<file path="src/rtl/bcl_pkg.sv">
package bcl_pkg;
    localparam int unsigned ADDR_W   = 32;
    localparam int unsigned DATA_W   = 32;
    localparam int unsigned BE_W     = DATA_W / 8;
    localparam int unsigned STRAP_W  = 8;
    localparam int unsigned LED_W    = 4;
    localparam logic [ADDR_W-1:0] CFG_ADDR = 32'h2008_4004;
    localparam logic [ADDR_W-1:0] LED_ADDR = 32'h2014_0030;

    typedef enum logic {
        BUS_IDLE = 1'b0,
        BUS_ACK  = 1'b1
    } bus_state_e;
endpackage

</file>
<file path="src/rtl/bcl_sync.sv">
module bcl_sync #(
    parameter int unsigned W      = 1,
    parameter int unsigned STAGES = 2
) (
    input  logic         clk,
    input  logic         rst_n,
    input  logic [W-1:0] d,
    output logic [W-1:0] q
);
    logic [W-1:0] stg [STAGES];

    always_ff @(posedge clk or negedge rst_n) begin
        if (!rst_n) stg[0] <= '0;
        else        stg[0] <= d;
    end

    for (genvar i = 1; i < STAGES; i++) begin : g_stage
        always_ff @(posedge clk or negedge rst_n) begin
            if (!rst_n) stg[i] <= '0;
            else        stg[i] <= stg[i-1];
        end
    end

    assign q = stg[STAGES-1];
endmodule

</file>
<file path="src/rtl/bcl_led_reg.sv">
module bcl_led_reg #(
    parameter int unsigned LED_W = 4
) (
    input  logic             clk,
    input  logic             rst_n,
    input  logic             dcok_s,
    input  logic             halt_s,
    input  logic             wr_en,
    input  logic [LED_W-1:0] wr_val,
    output logic             lamp_clr,
    output logic [LED_W-1:0] led_q
);
    logic dcok_prev;

    always_ff @(posedge clk or negedge rst_n) begin
        if (!rst_n) dcok_prev <= 1'b0;
        else        dcok_prev <= dcok_s;
    end

    assign lamp_clr = dcok_prev & ~dcok_s & halt_s;

    always_ff @(posedge clk or negedge rst_n) begin
        if (!rst_n)        led_q <= '0;
        else if (lamp_clr) led_q <= '0;
        else if (wr_en)    led_q <= wr_val;
    end
endmodule

</file>
<file path="src/rtl/bcl_bus_fsm.sv">
module bcl_bus_fsm
    import bcl_pkg::*;
(
    input  logic               clk,
    input  logic               rst_n,
    input  logic               req,
    input  logic               we,
    input  logic [ADDR_W-1:0]  addr,
    input  logic [LED_W-1:0]   wdata_lo,
    input  logic               be0,
    input  logic [STRAP_W-1:0] cfg_byte,
    input  logic [LED_W-1:0]   led_val,
    output logic               ack,
    output logic [DATA_W-1:0]  rdata,
    output logic               led_we,
    output logic [LED_W-1:0]   led_wval
);
    bus_state_e state, nxt;
    logic hit_cfg, hit_led, accept;
    logic [DATA_W-1:0] rd_mux;

    assign hit_cfg = (addr == CFG_ADDR);
    assign hit_led = (addr == LED_ADDR);

    always_comb begin
        nxt    = state;
        accept = 1'b0;
        unique case (state)
            BUS_IDLE: if (req) begin
                nxt    = BUS_ACK;
                accept = 1'b1;
            end
            BUS_ACK:  nxt = BUS_IDLE;
        endcase
    end

    always_ff @(posedge clk or negedge rst_n) begin
        if (!rst_n) state <= BUS_IDLE;
        else        state <= nxt;
    end

    always_comb begin
        rd_mux = '0;
        if (hit_cfg)      rd_mux[STRAP_W-1:0] = cfg_byte;
        else if (hit_led) rd_mux[LED_W-1:0]   = led_val;
        led_we   = accept & we & be0 & hit_led;
        led_wval = wdata_lo;
        ack      = (state == BUS_ACK);
    end

    always_ff @(posedge clk or negedge rst_n) begin
        if (!rst_n)      rdata <= '0;
        else if (accept) rdata <= we ? '0 : rd_mux;
    end
endmodule

</file>
<file path="src/rtl/boot_cfg_led_regs.sv">
module boot_cfg_led_regs
    import bcl_pkg::*;
(
    input  logic              clk,
    input  logic              rst_n,
    input  logic              req,
    input  logic              we,
    input  logic [ADDR_W-1:0] addr,
    input  logic [DATA_W-1:0] wdata,
    input  logic [BE_W-1:0]   be,
    output logic              ack,
    output logic [DATA_W-1:0] rdata,
    input  logic              halt_en_pin,
    input  logic [2:0]        baud_sel,
    input  logic [1:0]        cpu_code,
    input  logic [1:0]        boot_code,
    input  logic              dc_ok,
    input  logic              cpu_halted,
    output logic [LED_W-1:0]  led_n
);
    localparam int unsigned SYNC_W = STRAP_W + 2;

    logic [SYNC_W-1:0] raw_in, sync_out;
    logic              led_we, lamp_clr;
    logic [LED_W-1:0]  led_wval;

    assign raw_in = {dc_ok, cpu_halted, halt_en_pin, baud_sel, cpu_code, boot_code};

    bcl_sync #(.W(SYNC_W), .STAGES(2)) u_sync (
        .clk(clk), .rst_n(rst_n), .d(raw_in), .q(sync_out)
    );

    bcl_led_reg #(.LED_W(LED_W)) u_led (
        .clk(clk), .rst_n(rst_n),
        .dcok_s(sync_out[SYNC_W-1]), .halt_s(sync_out[SYNC_W-2]),
        .wr_en(led_we), .wr_val(led_wval),
        .lamp_clr(lamp_clr), .led_q(led_n)
    );

    bcl_bus_fsm u_bus (
        .clk(clk), .rst_n(rst_n), .req(req), .we(we), .addr(addr),
        .wdata_lo(wdata[LED_W-1:0]), .be0(be[0]),
        .cfg_byte(sync_out[STRAP_W-1:0]), .led_val(led_n),
        .ack(ack), .rdata(rdata), .led_we(led_we), .led_wval(led_wval)
    );
endmodule

</file>
<file path="config.mk">
export PLATFORM = sky130hd
export DESIGN_NAME = boot_cfg_led_regs
export DESIGN_NICKNAME = d
export VERILOG_FILES = /design/src/rtl/bcl_pkg.sv /design/src/rtl/bcl_sync.sv /design/src/rtl/bcl_led_reg.sv /design/src/rtl/bcl_bus_fsm.sv /design/src/rtl/boot_cfg_led_regs.sv
export SDC_FILE = /design/constraint.sdc
export NUM_CORES = 1
export LEC_CHECK = 0
export BUFFER_PORTS_ARGS = -buffer_cell sky130_fd_sc_hd__buf_2
export CAP_MARGIN = 10
export CORE_ASPECT_RATIO = 0.8
export CORE_MARGIN = 3
export CORE_UTILIZATION = 25
export CTS_CLUSTER_DIAMETER = 40
export CTS_CLUSTER_SIZE = 8
export DETAILED_ROUTE_END_ITERATION = 6
export GPL_ROUTABILITY_DRIVEN = 0
export PLACE_DENSITY_LB_ADDON = 0.12
export SLEW_MARGIN = 20
export SYNTH_ARGS = -nofsm -noshare
export SYNTH_HDL_FRONTEND = slang
export SYNTH_SLANG_ARGS = --single-unit
</file>
<file path="constraint.sdc">
create_clock -name clk -period 4 [get_ports clk]
set_clock_uncertainty 0.2 [all_clocks]
set_input_delay 1.2 -clock clk [delete_from_list [all_inputs] [get_ports clk]]
set_output_delay 1.2 -clock clk [all_outputs]
set_load 0.03 [all_outputs]
</file>
After elaboration in Yosys (flattened, before gate mapping)
Index checks and enable logic that the tools add are counted.
- register bits: 58
- latch bits: 0
- bits in writable memories: 0
- ROM bits: 0
- bits of input ports: 82
- output and inout bits: 37
- logic and storage cells: 25
- memories kept: 0
- add/sub/neg operators: 0
- multipliers: 0
- div/mod/pow operators: 0
- $lt $le $gt $ge: 0
- equality and inequality tests: 2
- shift-type cells: 0
- muxes and demuxes: 9
- bitwise operators: 7
- reductions and logical operators: 1
- operators with widths (kind ; count):
    equality test 32 x 30 -> 1 bit, second input constant ; 2
    2-to-1 mux 4 bit ; 5
    2-to-1 mux 8 bit ; 1
    AND 1 bit ; 5
    2-to-1 mux 1 bit ; 2
    inverter 1 bit ; 2
    case mux 1 bit (2 select lines) ; 1
    nonzero test 2 bit ; 1

Depth between registers and ports, before layout
Gate-level depths: netlist (run 1).
- depth after elaboration: 7
- depth in mapped cells: 5
- gate-level depth less buffers: 4

By module
Synthesis (run 1) repeated with hierarchy kept, for this count alone.
- cells, all modules: 117
- area, all modules: 1575.3 um^2
- by module, submodules not included (module ; times used ; cells each ; area each (um^2) ; sequential area each (um^2)):
    bcl_bus_fsm ; 1 ; 71 ; 800.8 ; 225.2
    bcl_sync ; 1 ; 30 ; 575.6 ; 500.5
    bcl_led_reg ; 1 ; 16 ; 198.9 ; 125.1

Least setup slack after synthesis (run 1)
No wires, ideal clock.
- path kind: in2reg
- start point: input port addr[14]
- end point: register u_led.led_q[0]
- library setup time: 121 ps
- arrival: 2065 ps
- required time: 3679 ps
- slack: 1614 ps
- cell stages on the path: 4
- path buffers: 0
- path through: or3b_4 > nor3_4 > a311o_2 > o21ai_1
- cells in the longest elaborated chain, start to end: 3
- ends and longest elaborated chain (item ; line ; text):
    start: declaration ; boot_cfg_led_regs.sv:8 ; input logic [ADDR_W-1:0] addr,
    equality test 32 x 30 -> 1 bit ; bcl_bus_fsm.sv:23 ; assign hit_led = (addr == LED_ADDR);
    AND 1 bit ; bcl_bus_fsm.sv:46 ; led_we = accept & we & be0 & hit_led;
    nonzero test 2 bit (no line) ; n/a ;
    end signal: assignment ; bcl_led_reg.sv:25 ; else if (wr_en) led_q <= wr_val;
    end: declaration ; bcl_led_reg.sv:11 ; output logic [LED_W-1:0] led_q
No other way between the ends.
A chain may end at the register's enable or synchronous reset.

Worst setup path after layout (run 1)
- start point: input port addr[16]
- end point: register u_bus.rdata[5]
- cells in the longest elaborated chain, start to end: 3
- ends and longest elaborated chain (item ; line ; text):
    equality test 32 x 30 -> 1 bit ; bcl_bus_fsm.sv:22 ; assign hit_cfg = (addr == CFG_ADDR);
    2-to-1 mux 4 bit ; bcl_bus_fsm.sv:44 ; if (hit_cfg) rd_mux[STRAP_W-1:0] = cfg_byte;
    2-to-1 mux 8 bit ; bcl_bus_fsm.sv:53 ; else if (accept) rdata <= we ? '0 : rd_mux;
    end signal: assignment ; bcl_bus_fsm.sv:53 ;
    end: declaration ; bcl_bus_fsm.sv:14 ; output logic [DATA_W-1:0] rdata,
No other way between the ends.

==> results.json, run 1 <==
{
  "dr.first_iter.drc_count": 89,
  "place_hpwl_um": 2501,
  "avgSynthCellArea_um2": 12.47,
  "synth_top_cell_by_area": "dfrtp_1",
  "grt.overflow.total": 0,
  "die_area_um2": 6848,
  "ys_types": 28,
  "dp_slack_ps": 1116,
  "grt_use_met2_pct": 16.11,
  "core_um2": 5555,
  "max_freq_mhz": 387.1,
  "synthesis.area_um2": 1471,
  "hold_path_depth": 0,
  "synth_top_area_share_pct": 57.82,
  "n_antenna_cell": 0,
  "slew_viol_final": 0,
  "hold_slack_ps": 142.4,
  "synth_seq_cells": 34,
  "start_util_pct": 26.49,
  "reg2regPathDepth": 4,
  "yosysMostFrequentCell": "dfrtp_1",
  "postSynthCellCount": 118,
  "peakVddDrop_mv": 0.1067,
  "max_stage_delay_ps": 530,
  "p_per_area_nw_per_um2": 365.1,
  "maxSlewHeadroom_pct": 52.00,
  "viasPerCell": 4.049,
  "path_clk_slew_ps": 60,
  "port-buffer-count": 63,
  "cts_sinks": 34,
  "rsz0062_at_grt": "false",
  "final.setup.worst_slack_ps": 1416,
  "setup.worst_path.end_class": "flip-flop",
  "synth_top_flop_cell": "dfrtp_1",
  "clockRootBuffer": "clkbuf_8",
  "wl_um": 3099,
  "synth_common_cells": "dfrtp_1, buf_4, nand2_1",
  "p_leak_nw": 0.9859,
  "path_cells": "buf_2 > nor4b_1 > and4_1 > and3_1 > a22o_1",
  "startpoint_type": "primary input",
  "cts_hold_buf": 0,
  "ys_async_sr_fraction_pct": 100.0,
  "drc": 0,
  "worst_pin_slew_ps": 720.1,
  "grt_pass1_vias": 1065,
  "numCtsBuffers": 5,
  "clockBufferDepth": 2,
  "fin_nets": 266,
  "yosys_warnings": 0,
  "crit_required_ps": 4010,
  "cts_setup_buffers": 0,
  "die_h_um": 74.62,
  "placed_area_um2": 1770,
  "finalSetupTns_ps": 0,
  "final_area_um2": 1862,
  "grt_max_degree": 35,
  "hold_class": "reg -> reg",
  "htreeDepth": 2,
  "grt_pass1_wl_um": 4981,
  "clock_latency_ps": 270,
  "track_usage_pct": 9.377,
  "postCtsResizedCells": 0,
  "met3_usage_pct": 3.996,
  "status": "finished clean",
  "ioPinCount": 119,
  "cts_tree": "yes",
  "ant_nets": 0,
  "critical_path_class": "in -> reg",
  "die_x_um": 91.78,
  "antenna_found_initial": 0,
  "drv_cap": 0,
  "seq_area_frac_synth_pct": 57.82,
  "drive_gt1_share_pct": 45.41,
  "worstPathMaxFanout": 11,
  "min_period_over_period_pct": 64.59,
  "cp.arrival_ps": 2600,
  "synth_edf_count": 0,
  "routedWlPerCell_um": 11.78,
  "finalHoldViolations": 0,
  "period_needed_ps": 2584,
  "vias": 1065,
  "synth.area.top_cells": "dfrtp_1, buf_4, o211ai_2",
  "area_delta_synth_final_pct": 26.53,
  "top_usage_layer": "met2",
  "met1_usage_pct": 10.45,
  "setup_viol": 0,
  "drt_pass1_iterations": 3,
  "slowest_stage": "and4_1",
  "rows": 24
}
[path summary, 6_finish.rpt]
check,end,startpoint,slack (ps)
min in group asynchronous,u_led.led_q[1],rst_n,780
worst max register to register,u_bus.rdata[5],u_bus.ack,2090
worst min-delay path,u_sync.q[5],u_sync.stg[15],140
worst max-delay path,u_bus.rdata[5],addr[16],1420
worst min register to register,u_sync.q[5],u_sync.stg[15],140
max in group asynchronous,u_sync.q[6],rst_n,2360
[worst max-delay path, delay by kind of cell]
kind	cells	cell delay, ps
AND/OR/NAND/NOR	3	1140
AO/OA/AOI/OAI	1	160
buffers and inverters	1	100
[cells in the final DEF (no fill, tap or decap), types with 5 or more instances in the layout]
master,instances
dfrtp_1,34
clkbuf_8,6
conb_1,24
inv_1,5
buf_2,63
nand2_1,6
[logic make-up after synthesis]
family / share of synthesized area (%)
flip-flops: 57.82
buffers and inverters: 14.88
AND/OR/NAND/NOR: 15.48
AO/OA/AOI/OAI: 11.56
other: 0.2549
[flip-flops by register name, summed over array words and instances (netlist names)]
register and cells:
u_sync.q 10, u_bus.rdata 8, u_bus.ack 1, u_led.dcok_prev 1
u_led.led_q 4, u_sync.stg 10
[power by group]
| part | switching [mW] | total [mW] | internal, mW | leakage [nW] |
|---|---|---|---|---|
| logic | 0.0512 | 0.0733 | 0.0221 | 0.513 |
| registers | 0.00402 | 0.360 | 0.355 | 0.425 |
| clock network | 0.108 | 0.247 | 0.139 | 0.0482 |
| total | 0.164 | 0.680 | 0.516 | 0.986 |
[cell type report]
class	instances	area (µm²)
clock buffer	7	86.33
clock inverter	1	5.005
fill	559	3694
inverter	5	18.77
multi-input combinational	75	488.0
sequential	34	850.8
tap	78	97.59
timing repair buffer	63	315.3
[through the flow]
stage,cells,util [%],power (mW)
floorplan,141,-,0.4230
CTS,263,33.51,0.6929
detailed placement,255,31.87,0.4397
global route,263,33.51,0.7188
global placement,255,31.87,0.4384
finish,263,33.51,0.6797
[layer usage]
layer | vias to the layer above | share of wire [%]
met5 | - | 0
met4 | 0 | 1.0
li1 | 508 | -
met3 | 2 | 12
met2 | 68 | 47
met1 | 487 | 39
Power figures use the tool's default switching activity.
==> inputs of run 2 (changes only) <==
--- a/config.mk
+++ b/config.mk
@@ -5,6 +5,7 @@
 export SDC_FILE = /design/constraint.sdc
 export NUM_CORES = 1
 export LEC_CHECK = 0
+export ABC_AREA = 1
 export BUFFER_PORTS_ARGS = -buffer_cell sky130_fd_sc_hd__buf_2
 export CAP_MARGIN = 10
 export CORE_ASPECT_RATIO = 0.8
==> constraint.sdc (replaced) <==
create_clock -name clk -period 2.5 [get_ports clk]
set_clock_uncertainty 0.2 [all_clocks]
set_input_delay 0.75 -clock clk [delete_from_list [all_inputs] [get_ports clk]]
set_output_delay 0.75 -clock clk [all_outputs]
set_load 0.03 [all_outputs]
==> run 2 against run 1 <==
  * Worst setup slack lost 750 ps
  * Synthesized cell count grew 47%
  * Critical path depth shrank 4
  * Non-clock buffer count is the same
  * Final cell count grew 23%
  * Final area grew 7.1%
  * Sequential share of layout area shrank 3.0 points
  * Via count grew 8.7%
  * Flip-flop and latch count is the same
  * Combinational power grew 75%
  * Critical path type is now reg -> out
==> results.json, run 2 <==
{
  "cp.arrival_ps": 880,
  "seq_area_frac_synth_pct": 54.62,
  "grt_max_degree": 35,
  "antenna_found_initial": 0,
  "period_needed_ps": 1833,
  "clockBufferDepth": 2,
  "rows": 25,
  "yosysMostFrequentCell": "nand2_1",
  "synth_top_area_share_pct": 54.62,
  "drive_gt1_share_pct": 34.98,
  "max_stage_delay_ps": 390,
  "slew_viol_final": 0,
  "final_area_um2": 1994,
  "synthesis.area_um2": 1558,
  "clock_latency_ps": 280,
  "cts_sinks": 34,
  "port-buffer-count": 63,
  "drv_cap": 0,
  "cts_hold_buf": 0,
  "cts_tree": "yes",
  "worst_pin_slew_ps": 727.9,
  "avgSynthCellArea_um2": 9.004,
  "ioPinCount": 119,
  "vias": 1158,
  "cpLargestDelayFamily": "flip-flops",
  "die_h_um": 76.60,
  "yosys_warnings": 0,
  "synth_seq_cells": 34,
  "synth_top_cell_by_area": "dfrtp_1",
  "wl_um": 2952,
  "min_period_over_period_pct": 73.32,
  "cp.depth": 1,
  "startpoint_type": "flip-flop",
  "peakVddDrop_mv": 0.4305,
  "path_cells": "buf_2",
  "place_hpwl_um": 2303,
  "status": "finished clean",
  "grt.overflow.total": 0,
  "final_cell_mix": "buf_2, nand2_1, dfrtp_1",
  "max_freq_mhz": 545.6,
  "cts_setup_buffers": 0,
  "grt_pass1_vias": 926,
  "viasPerCell": 3.574,
  "ys_async_sr_fraction_pct": 100.0,
  "path_buf_inv": 1,
  "start_util_pct": 26.07,
  "setup.worst_path.end_class": "primary output",
  "synth_edf_count": 0,
  "path_clk_slew_ps": 70,
  "critical_path_class": "reg -> out",
  "placed_area_um2": 1881,
  "crit_required_ps": 1550,
  "area_delta_synth_final_pct": 28.03,
  "die_x_um": 94.26,
  "n_antenna_cell": 0,
  "p_leak_nw": 1.160,
  "ys_types": 18,
  "p_per_area_nw_per_um2": 602.2,
  "core_um2": 5974,
  "final_common_cell": "buf_2",
  "dr.first_iter.drc_count": 43,
  "maxSlewHeadroom_pct": 51.47,
  "postSynthCellCount": 173,
  "hold_class": "reg -> reg",
  "slowest_stage": "dfrtp_1",
  "drt_pass1_iterations": 4,
  "fin_nets": 324,
  "synth_common_cells": "nand2_1, dfrtp_1, buf_4",
  "clockRootBuffer": "clkbuf_8",
  "hold_path_depth": 0,
  "grt_pass1_wl_um": 4340,
  "drc": 0,
  "rsz0062_at_grt": "false",
  "die_area_um2": 7220,
  "numCtsBuffers": 5,
  "synth.area.top_cells": "dfrtp_1, buf_4, nand2_1",
  "postCtsResizedCells": 0,
  "finalHoldViolations": 0,
  "synth_top_flop_cell": "dfrtp_1",
  "htreeDepth": 2,
  "setup_viol": 0,
  "reg2regPathDepth": 6,
  "ant_nets": 0,
  "n_fill_cell": 664,
  "track_usage_pct": 7.725,
  "worstPathMaxFanout": 3,
  "finalSetupTns_ps": 0,
  "routedWlPerCell_um": 9.111
}
-- run 2: changes by cell type after synthesis, moves of 3 or more --
| cell | change |
|---|---|
| o211ai_2 | -4 |
| nor2_2 | +4 |
| o21ai_1 | -4 |
| a21oi_1 | +4 |
| o21ai_0 | -4 |
| inv_2 | +3 |
| nand2_1 | +35 |
| inv_1 | +7 |
| nor2_1 | +20 |
| nor4_1 | -4 |
| a311o_2 | -4 |
| nand3_1 | +14 |
| a22o_1 | -4 |
-- run 2: stage by stage --
stage | worst slack (ps) | hold WS (ps) | util, % | cells | power (mW)
2_1_floorplan | 716.2 | 131.2 | - | 196 | 0.6850
3_3_place_gp | 470.2 | 133.4 | 31.48 | 316 | 0.7126
3_5_place_dp | 473.6 | 134.7 | 31.48 | 316 | 0.7127
4_1_cts | 652.7 | 150.5 | 33.38 | 324 | 1.216
5_1_grt | 613.9 | 153.7 | 33.38 | 324 | 1.268
6_report | 667.1 | 148.5 | 33.38 | 324 | 1.201
-- run 2: path summary, 6_finish.rpt --
check	slack [ps]	endpoint	from
max in group asynchronous	1310	u_bus.rdata[6]	rst_n
min in group asynchronous	320	u_sync.stg[17]	rst_n
hold reg to reg	150	u_sync.q[5]	u_sync.stg[15]
setup / recovery	670	led_n[2]	u_led.led_q[2]
setup reg to reg	1070	u_led.led_q[1]	u_bus.ack
hold / removal	150	u_sync.q[5]	u_sync.stg[15]
-- run 2: cell type report --
class	count	area, µm²	area share, %
Clock buffer	5	68.82	3.450
Clock inverter	3	45.04	2.258
Inverter	16	62.56	3.137
Multi-Input combinational cell	122	550.5	27.60
Sequential cell	34	850.8	42.66
Tap cell	81	101.3	5.082
Timing Repair Buffer	63	315.3	15.81
-- run 2: cell families (layout without fill, tap and decap cells) --
logic type | after synthesis | count (layout) | share of synthesized area, %
and+or+nand+nor | 94 | 94 | 28.27
buffers and inverters | 40 | 87 | 15.58
DFF | 34 | 34 | 54.62
AOI/OAI and AO/OA | 4 | 4 | 1.285
other | 1 | 24 | 0.2407
-- run 2: per-layer routing --
layer	wire (µm)	vias to the layer above	track usage [%]
met5	0	-	0
met4	29	0	1.732
met3	376	2	3.455
met2	1280	59	11.76
met1	1266	477	10.08
li1	-	620	-
-- run 2: power breakdown --
group / internal (mW) / switching (mW)
Combinational: 0.0375 / 0.0908
Clock: 0.296 / 0.204
Sequential: 0.568 / 0.00432
Total: 0.902 / 0.299
